<file path="src/rtl/spi_mst_pkg.sv">
package spi_mst_pkg;
  localparam int unsigned WORD_W = 8;

  typedef struct packed {
    logic halt_wait;
    logic ss_auto;
    logic lsb_first;
    logic cpha;
    logic cpol;
  } spi_cfg_t;

  localparam int unsigned CFG_W = $bits(spi_cfg_t);

  localparam logic [1:0] ADDR_CFG  = 2'd0;
  localparam logic [1:0] ADDR_DIV  = 2'd1;
  localparam logic [1:0] ADDR_DATA = 2'd2;
  localparam logic [1:0] ADDR_STAT = 2'd3;

  function automatic logic [WORD_W-1:0] bit_rev(input logic [WORD_W-1:0] v);
    for (int i = 0; i < WORD_W; i++) bit_rev[i] = v[WORD_W-1-i];
  endfunction
endpackage

</file>
<file path="src/rtl/spi_half_div.sv">
module spi_half_div #(
  parameter int unsigned DIV_W = 7
) (
  input  logic             clk_i,
  input  logic             rst_ni,
  input  logic             clr_i,
  input  logic             en_i,
  input  logic [DIV_W-1:0] half_m1_i,
  output logic             tick_o
);
  logic [DIV_W-1:0] cnt_q;

  assign tick_o = en_i && (cnt_q == half_m1_i);

  always_ff @(posedge clk_i or negedge rst_ni) begin
    if (!rst_ni)      cnt_q <= '0;
    else if (clr_i)   cnt_q <= '0;
    else if (en_i)    cnt_q <= tick_o ? '0 : cnt_q + 1'b1;
  end


  cnt_range_chk: assert property (@(posedge clk_i) disable iff (!rst_ni)
    en_i |-> cnt_q <= half_m1_i);
endmodule

</file>
<file path="src/rtl/spi_shift_eng.sv">
module spi_shift_eng #(
  parameter int unsigned W = 8
) (
  input  logic         clk_i,
  input  logic         rst_ni,
  input  logic         start_i,
  input  logic [W-1:0] tx_i,
  input  logic         cpha_i,
  input  logic         tick_i,
  input  logic         miso_i,
  output logic         busy_o,
  output logic         done_o,
  output logic [W-1:0] rx_o,
  output logic         ph_o,
  output logic         mosi_o
);
  localparam int unsigned STEPS  = 2 * W + 1;
  localparam int unsigned STEP_W = $clog2(STEPS + 1);

  logic              busy_q, ph_q, mosi_q;
  logic [STEP_W-1:0] step_q, nxt;
  logic [W-1:0]      sreg_q, rx_q;
  logic              is_edge, lead, do_shift, do_sample;

  assign nxt       = step_q + 1'b1;
  assign is_edge   = busy_q && tick_i && (nxt <= STEP_W'(2 * W));
  assign lead      = nxt[0];
  assign do_shift  = is_edge && (cpha_i ? lead : !lead);
  assign do_sample = is_edge && (cpha_i ? !lead : lead);
  assign done_o    = busy_q && tick_i && (nxt == STEP_W'(STEPS));

  always_ff @(posedge clk_i or negedge rst_ni) begin
    if (!rst_ni) begin
      busy_q <= 1'b0;
      step_q <= '0;
      ph_q   <= 1'b0;
      mosi_q <= 1'b0;
      sreg_q <= '0;
      rx_q   <= '0;
    end else if (start_i && !busy_q) begin
      busy_q <= 1'b1;
      step_q <= '0;
      ph_q   <= 1'b0;
      sreg_q <= tx_i;
      mosi_q <= tx_i[W-1];
      rx_q   <= '0;
    end else if (busy_q && tick_i) begin
      step_q <= nxt;
      if (is_edge) ph_q <= ~ph_q;
      if (do_shift) begin
        mosi_q <= sreg_q[W-1];
        sreg_q <= {sreg_q[W-2:0], 1'b0};
      end
      if (do_sample) rx_q <= {rx_q[W-2:0], miso_i};
      if (done_o) begin
        busy_q <= 1'b0;
        step_q <= '0;
      end
    end
  end

  assign busy_o = busy_q;
  assign rx_o   = rx_q;
  assign ph_o   = ph_q;
  assign mosi_o = cpha_i ? mosi_q : sreg_q[W-1];


  ph_rest_chk: assert property (@(posedge clk_i) disable iff (!rst_ni)
    !busy_q |-> !ph_q);

  step_range_chk: assert property (@(posedge clk_i) disable iff (!rst_ni)
    busy_q |-> step_q < STEP_W'(STEPS));
endmodule

</file>
<file path="src/rtl/spi_master_ctl.sv">
module spi_master_ctl
  import spi_mst_pkg::*;
#(
  parameter int unsigned DIV_W = 7
) (
  input  logic              clk_i,
  input  logic              rst_ni,
  input  logic              wr_en_i,
  input  logic              rd_en_i,
  input  logic [1:0]        addr_i,
  input  logic [WORD_W-1:0] wdata_i,
  output logic [WORD_W-1:0] rdata_o,
  input  logic              wait_i,
  input  logic              ss_dir_i,
  output logic              sck_o,
  output logic              mosi_o,
  input  logic              miso_i,
  output logic              ss_o,
  output logic              ss_oe_o
);
  spi_cfg_t          cfg_q;
  logic [DIV_W-1:0]  div_q, act_div_q;
  logic [WORD_W-1:0] data_q, rx_w, tx_w;
  logic              done_q;
  logic              act_cpol_q, act_cpha_q, act_lsb_q, act_halt_q;
  logic              busy_w, done_w, ph_w, tick_w, run_w, start_w, ss_drive;

  assign start_w  = wr_en_i && (addr_i == ADDR_DATA) && !busy_w;
  assign tx_w     = cfg_q.lsb_first ? bit_rev(wdata_i) : wdata_i;
  assign run_w    = busy_w && !(act_halt_q && wait_i);
  assign ss_drive = cfg_q.ss_auto && ss_dir_i;

  always_ff @(posedge clk_i or negedge rst_ni) begin
    if (!rst_ni) begin
      cfg_q      <= '0;
      div_q      <= '0;
      act_div_q  <= '0;
      act_cpol_q <= 1'b0;
      act_cpha_q <= 1'b0;
      act_lsb_q  <= 1'b0;
      act_halt_q <= 1'b0;
      data_q     <= '0;
      done_q     <= 1'b0;
    end else begin
      if (wr_en_i && addr_i == ADDR_CFG) cfg_q <= spi_cfg_t'(wdata_i[CFG_W-1:0]);
      if (wr_en_i && addr_i == ADDR_DIV) div_q <= wdata_i[DIV_W-1:0];
      if (start_w) begin
        act_div_q  <= div_q;
        act_cpol_q <= cfg_q.cpol;
        act_cpha_q <= cfg_q.cpha;
        act_lsb_q  <= cfg_q.lsb_first;
        act_halt_q <= cfg_q.halt_wait;
      end
      if (done_w) begin
        data_q <= act_lsb_q ? bit_rev(rx_w) : rx_w;
        done_q <= 1'b1;
      end else if (rd_en_i && addr_i == ADDR_DATA) begin
        done_q <= 1'b0;
      end
    end
  end

  spi_half_div #(.DIV_W(DIV_W)) u_div (
    .clk_i     (clk_i),
    .rst_ni    (rst_ni),
    .clr_i     (start_w),
    .en_i      (run_w),
    .half_m1_i (act_div_q),
    .tick_o    (tick_w)
  );

  spi_shift_eng #(.W(WORD_W)) u_eng (
    .clk_i   (clk_i),
    .rst_ni  (rst_ni),
    .start_i (start_w),
    .tx_i    (tx_w),
    .cpha_i  (act_cpha_q),
    .tick_i  (tick_w),
    .miso_i  (miso_i),
    .busy_o  (busy_w),
    .done_o  (done_w),
    .rx_o    (rx_w),
    .ph_o    (ph_w),
    .mosi_o  (mosi_o)
  );

  assign sck_o   = busy_w ? (act_cpol_q ^ ph_w) : cfg_q.cpol;
  assign ss_o    = ss_drive ? !busy_w : 1'b1;
  assign ss_oe_o = ss_drive;

  always_comb begin
    rdata_o = '0;
    unique case (addr_i)
      ADDR_CFG:  rdata_o[CFG_W-1:0] = cfg_q;
      ADDR_DIV:  rdata_o[DIV_W-1:0] = div_q;
      ADDR_DATA: rdata_o            = data_q;
      default:   rdata_o[1:0]       = {busy_w, done_q};
    endcase
  end


  lead_gap_chk: assert property (@(posedge clk_i) disable iff (!rst_ni)
    $rose(busy_w) |-> $stable(sck_o));

  wait_freeze_chk: assert property (@(posedge clk_i) disable iff (!rst_ni)
    (busy_w && act_halt_q && wait_i) |=> $stable(sck_o));

  done_rise_chk: assert property (@(posedge clk_i) disable iff (!rst_ni)
    $rose(done_q) |-> $fell(busy_w));
endmodule

</file>
<file path="config.mk">
export PLATFORM = sky130hd
export DESIGN_NAME = spi_master_ctl
export DESIGN_NICKNAME = d
export VERILOG_FILES = /design/src/rtl/spi_mst_pkg.sv /design/src/rtl/spi_half_div.sv /design/src/rtl/spi_shift_eng.sv /design/src/rtl/spi_master_ctl.sv
export SDC_FILE = /design/constraint.sdc
export NUM_CORES = 1
export LEC_CHECK = 0
export BUFFER_PORTS_ARGS = -buffer_cell sky130_fd_sc_hd__buf_4
export CORE_UTILIZATION = 55
export CTS_BUF_LIST = sky130_fd_sc_hd__clkbuf_8
export CTS_CLUSTER_DIAMETER = 30
export DETAILED_ROUTE_END_ITERATION = 10
export PLACE_DENSITY = 0.85
export SLEW_MARGIN = 25
export SYNTH_ARGS = -nofsm -noshare
export SYNTH_HDL_FRONTEND = slang
export SYNTH_SLANG_ARGS = --single-unit
</file>
<file path="constraint.sdc">
create_clock -name clk_i -period 3.1 [get_ports clk_i]
set_clock_uncertainty 0.05 [all_clocks]
set_input_delay 0.465 -clock clk_i [delete_from_list [all_inputs] [get_ports clk_i]]
set_output_delay 0.465 -clock clk_i [all_outputs]
set_load 0.01 [all_outputs]
</file>
==> results by group <==
Clock network
  – Clock-pin slew on the worst setup and hold paths: approximately 0.070 ns
  – Post-CTS Setup Bufs: 0
  – Clock sinks: between 60 and 70
  – CTS Buf Count: 9
  – CTS max path bufs: 2
  – Cells resized by post-CTS repair: 0
  – Root Driver: clkbuf_8
  – H-tree depth: 3
  – Clk_lat worst skew: 0.34 ns
  – CTS tree: yes
  – Hold buffers post-CTS: 0

Placement
  – Port Buffers: 28
  – Dpl ws: between 0.6 and 0.7 ns
  – Dpl hpwl: ~5.3 mm
  – RD Place Congestion: about 0.83

Timing
  – TNS Setup: 0 ns
  – RSZ-0062 raised after global routing: no
  – Setup WS post-layout: just over 0.6 ns
  – Slew of the pin with the lowest slew margin: just under 0.8 ns
  – Tcrit/Tclk final: 0.799
  – Final Hold Vio Count: 0
  – Maximum clock rate: between 0.4 and 0.5 GHz
  – Slew Viols, Final: 0
  – Period minus WS final: 2.48 ns
  – Relative slew slack: 0.475
  – Setup-failing EPs final: 0

Power and ir drop
  – VDD IR max: between 400 and 500 uV
  – LEAKAGE: between 0.0015 and 0.002 uW
  – Pwr Total: approximately 2700 uW
  – Cell Pwr Density: 708 nW/um^2

Logic synthesis
  – Synth cell types: 46
  – Register area share after synthesis: 0.470
  – Avg Cell Area, Syn: 10.1 sq um
  – Number of flops mapped to enable cells by yosys: 0
  – Share of flip-flops with an asynchronous set or reset: 1.00
  – Post-synth net total: between 300 and 400
  – Post-Syn Area: between 3000 and 4000 sq um
  – Cells after synthesis: 333
  – Synth Register Bits: 63
  – Synth warn: 0
  – Top_reg_cell synth: dfrtp_1

Drt
  – Iteration-0 DRC Markers: roughly 260
  – Remaining DRCs: 0
  – DRT antenna net count: 0
  – Vias per cell: 6.16
  – Drt pass-1 iters: 6
  – Post-detailed-route wirelength per cell: 17.4 microns
  – WL final: between 7 and 8 mm
  – Vias: 2733

Floorplanning
  – FP Rows: 28
  – Num ports: 29
  – Starting Density: 0.567
  – CORE AREA: roughly 6000 sq um
  – Die X: around 80 microns
  – Die area: between 6000 and 7000 sq um
  – Die Y: 80.1 microns

Worst setup path
  – Worst path required time: around 3.3 ns
  – Critical setup path kind: reg2reg
  – Buf/Inv on CP: 0
  – Crit start category: flop
  – Crit-path max cell delay: approximately 0.63 ns
  – Max FO, Critical Path: 10
  – Crit path cell chain: ha_1, and2_4, a31o_2, o311ai_2, o21ai_0, a31oi_1
  – Critical path arrival: 2.69 ns
  – Critical path's slowest cell: o311ai_2
  – Setup slack, reg-to-reg: ~0.62 ns
  – CP top delay family: compound AO/OA/AOI/OAI gates
  – CP endpoint kind: flop

GRT
  – Vias in the first global route: roughly 2500
  – GR Util All Layers: 0.263
  – Congestion Overflow GR: 0
  – Initial antenna violation count: 0
  – First-pass GRT wire length: 12.6 mm
  – Largest net degree at the start of global routing: 64

Outcome
  – Run status: finished, final reports clean

Cells and area
  – Filler cells: around 460
  – Diode count: 0
  – Layout cells sized above 1: 0.255
  – Synth-to-layout area growth: 13.6%
  – Multi-input logic area: around 1700 sq um
  – Sequential cell area: 1580 sq um
  – NumNets Final: just under 400

Run
  – Max Cap Viol: 0

Worst hold path
  – Hold/Removal Path Class: in2async
-- cells in the final DEF (no fill, tap or decap), types with 4 or more instances in the layout --
cell,n
a211oi_1,8
a21oi_1,4
a222oi_1,5
a31o_2,6
a31oi_1,8
and3_1,6
buf_4,37
clkbuf_8,10
dfrtp_1,63
ha_1,8
inv_1,8
mux2_2,29
nand2_1,55
nand3_1,6
nand4_1,19
nor2_1,11
nor2b_1,9
o21ai_0,25
xnor2_1,10
-- metrics by stage --
step | hold slack (ns) | cell area [sq um] | utilization | cells
final | 0.145 | 3810 | 0.644 | 444
after detailed placement | 0.419 | 3640 | 0.615 | 428
after global routing | 0.215 | 3810 | 0.644 | 444
after floorplan | 0.119 | 3360 | - | 333
after CTS | 0.180 | 3810 | 0.644 | 444
after global placement | 0.410 | 3640 | 0.615 | 428
-- where the power goes --
part	internal, uW	switching, uW
combinational	378	466
sequential	1010	206
clock	307	334
total	1700	1010
-- worst reg2reg max path: cells and delay by family (launching register included) --
kind	cells	cell delay, ns
AND/OR/NAND/NOR	1	0.17
AO/OA/AOI/OAI	4	1.35
flip-flops	1	0.51
adder cells (fa/ha/maj)	1	0.33
-- cell type report --
class	instances	area share
Tap cell	75	0.0246
Timing Repair Buffer	37	0.0728
Clock buffer	10	0.0361
Inverter	7	0.00689
Clock inverter	6	0.00984
Sequential cell	63	0.413
Multi-Input combinational cell	246	0.437
-- state kept, by name, summed over array words and instances (netlist names), 5 cells and up --
name          cells
u_eng.step_q      5
div_q             7
data_q            8
act_div_q         7
u_div.cnt_q       7
cfg_q             5
u_eng.rx_o        8
u_eng.sreg_q      8
-- synth_stat cells (7+ instances only) --
cell      instances  share of area
nor2b_1           9          0.017
ha_1              8          0.030
nor2_1           11          0.012
nand2_1          55          0.061
inv_1             7         0.0078
a211oi_1          8          0.018
dfrtp_1          63           0.47
xnor2_1          10          0.026
mux2_2           29          0.097
clkbuf_1         10          0.011
o21ai_0          25          0.037
a31oi_1           8          0.015
nand4_1          19          0.035
-- cells by family after synthesis --
kind of cell | after synthesis | synth area share
AND/OR/NAND/NOR | 124 | 0.183
buffers and inverters | 24 | 0.0343
AO/OA/AOI/OAI | 69 | 0.141
multiplexers | 33 | 0.111
adder cells (fa/ha/maj) | 8 | 0.0298
flip-flops | 63 | 0.470
XOR/XNOR | 12 | 0.0313
-- layer usage --
metal,share of wire,vias up,global-route usage
li1,-,1271,-
met1,0.46,1336,0.384
met2,0.47,113,0.395
met3,0.056,13,0.0398
met4,0.017,0,0.102
met5,0,-,0
-- final timing paths --
check / end / start / cells after the start
worst max-delay path: u_eng.sreg_q[7] / u_eng.step_q[0] / 6
worst min-delay path: u_eng.rx_o[3] / rst_ni / 1
worst max register to register: u_eng.sreg_q[7] / u_eng.step_q[0] / 6
worst min register to register: done_q / done_q / 2
max in group asynchronous: div_q[3] / rst_ni / 1
min in group clk_i: done_q / rd_en_i / 4
No activity file was read; power rests on OpenSTA's default activity.
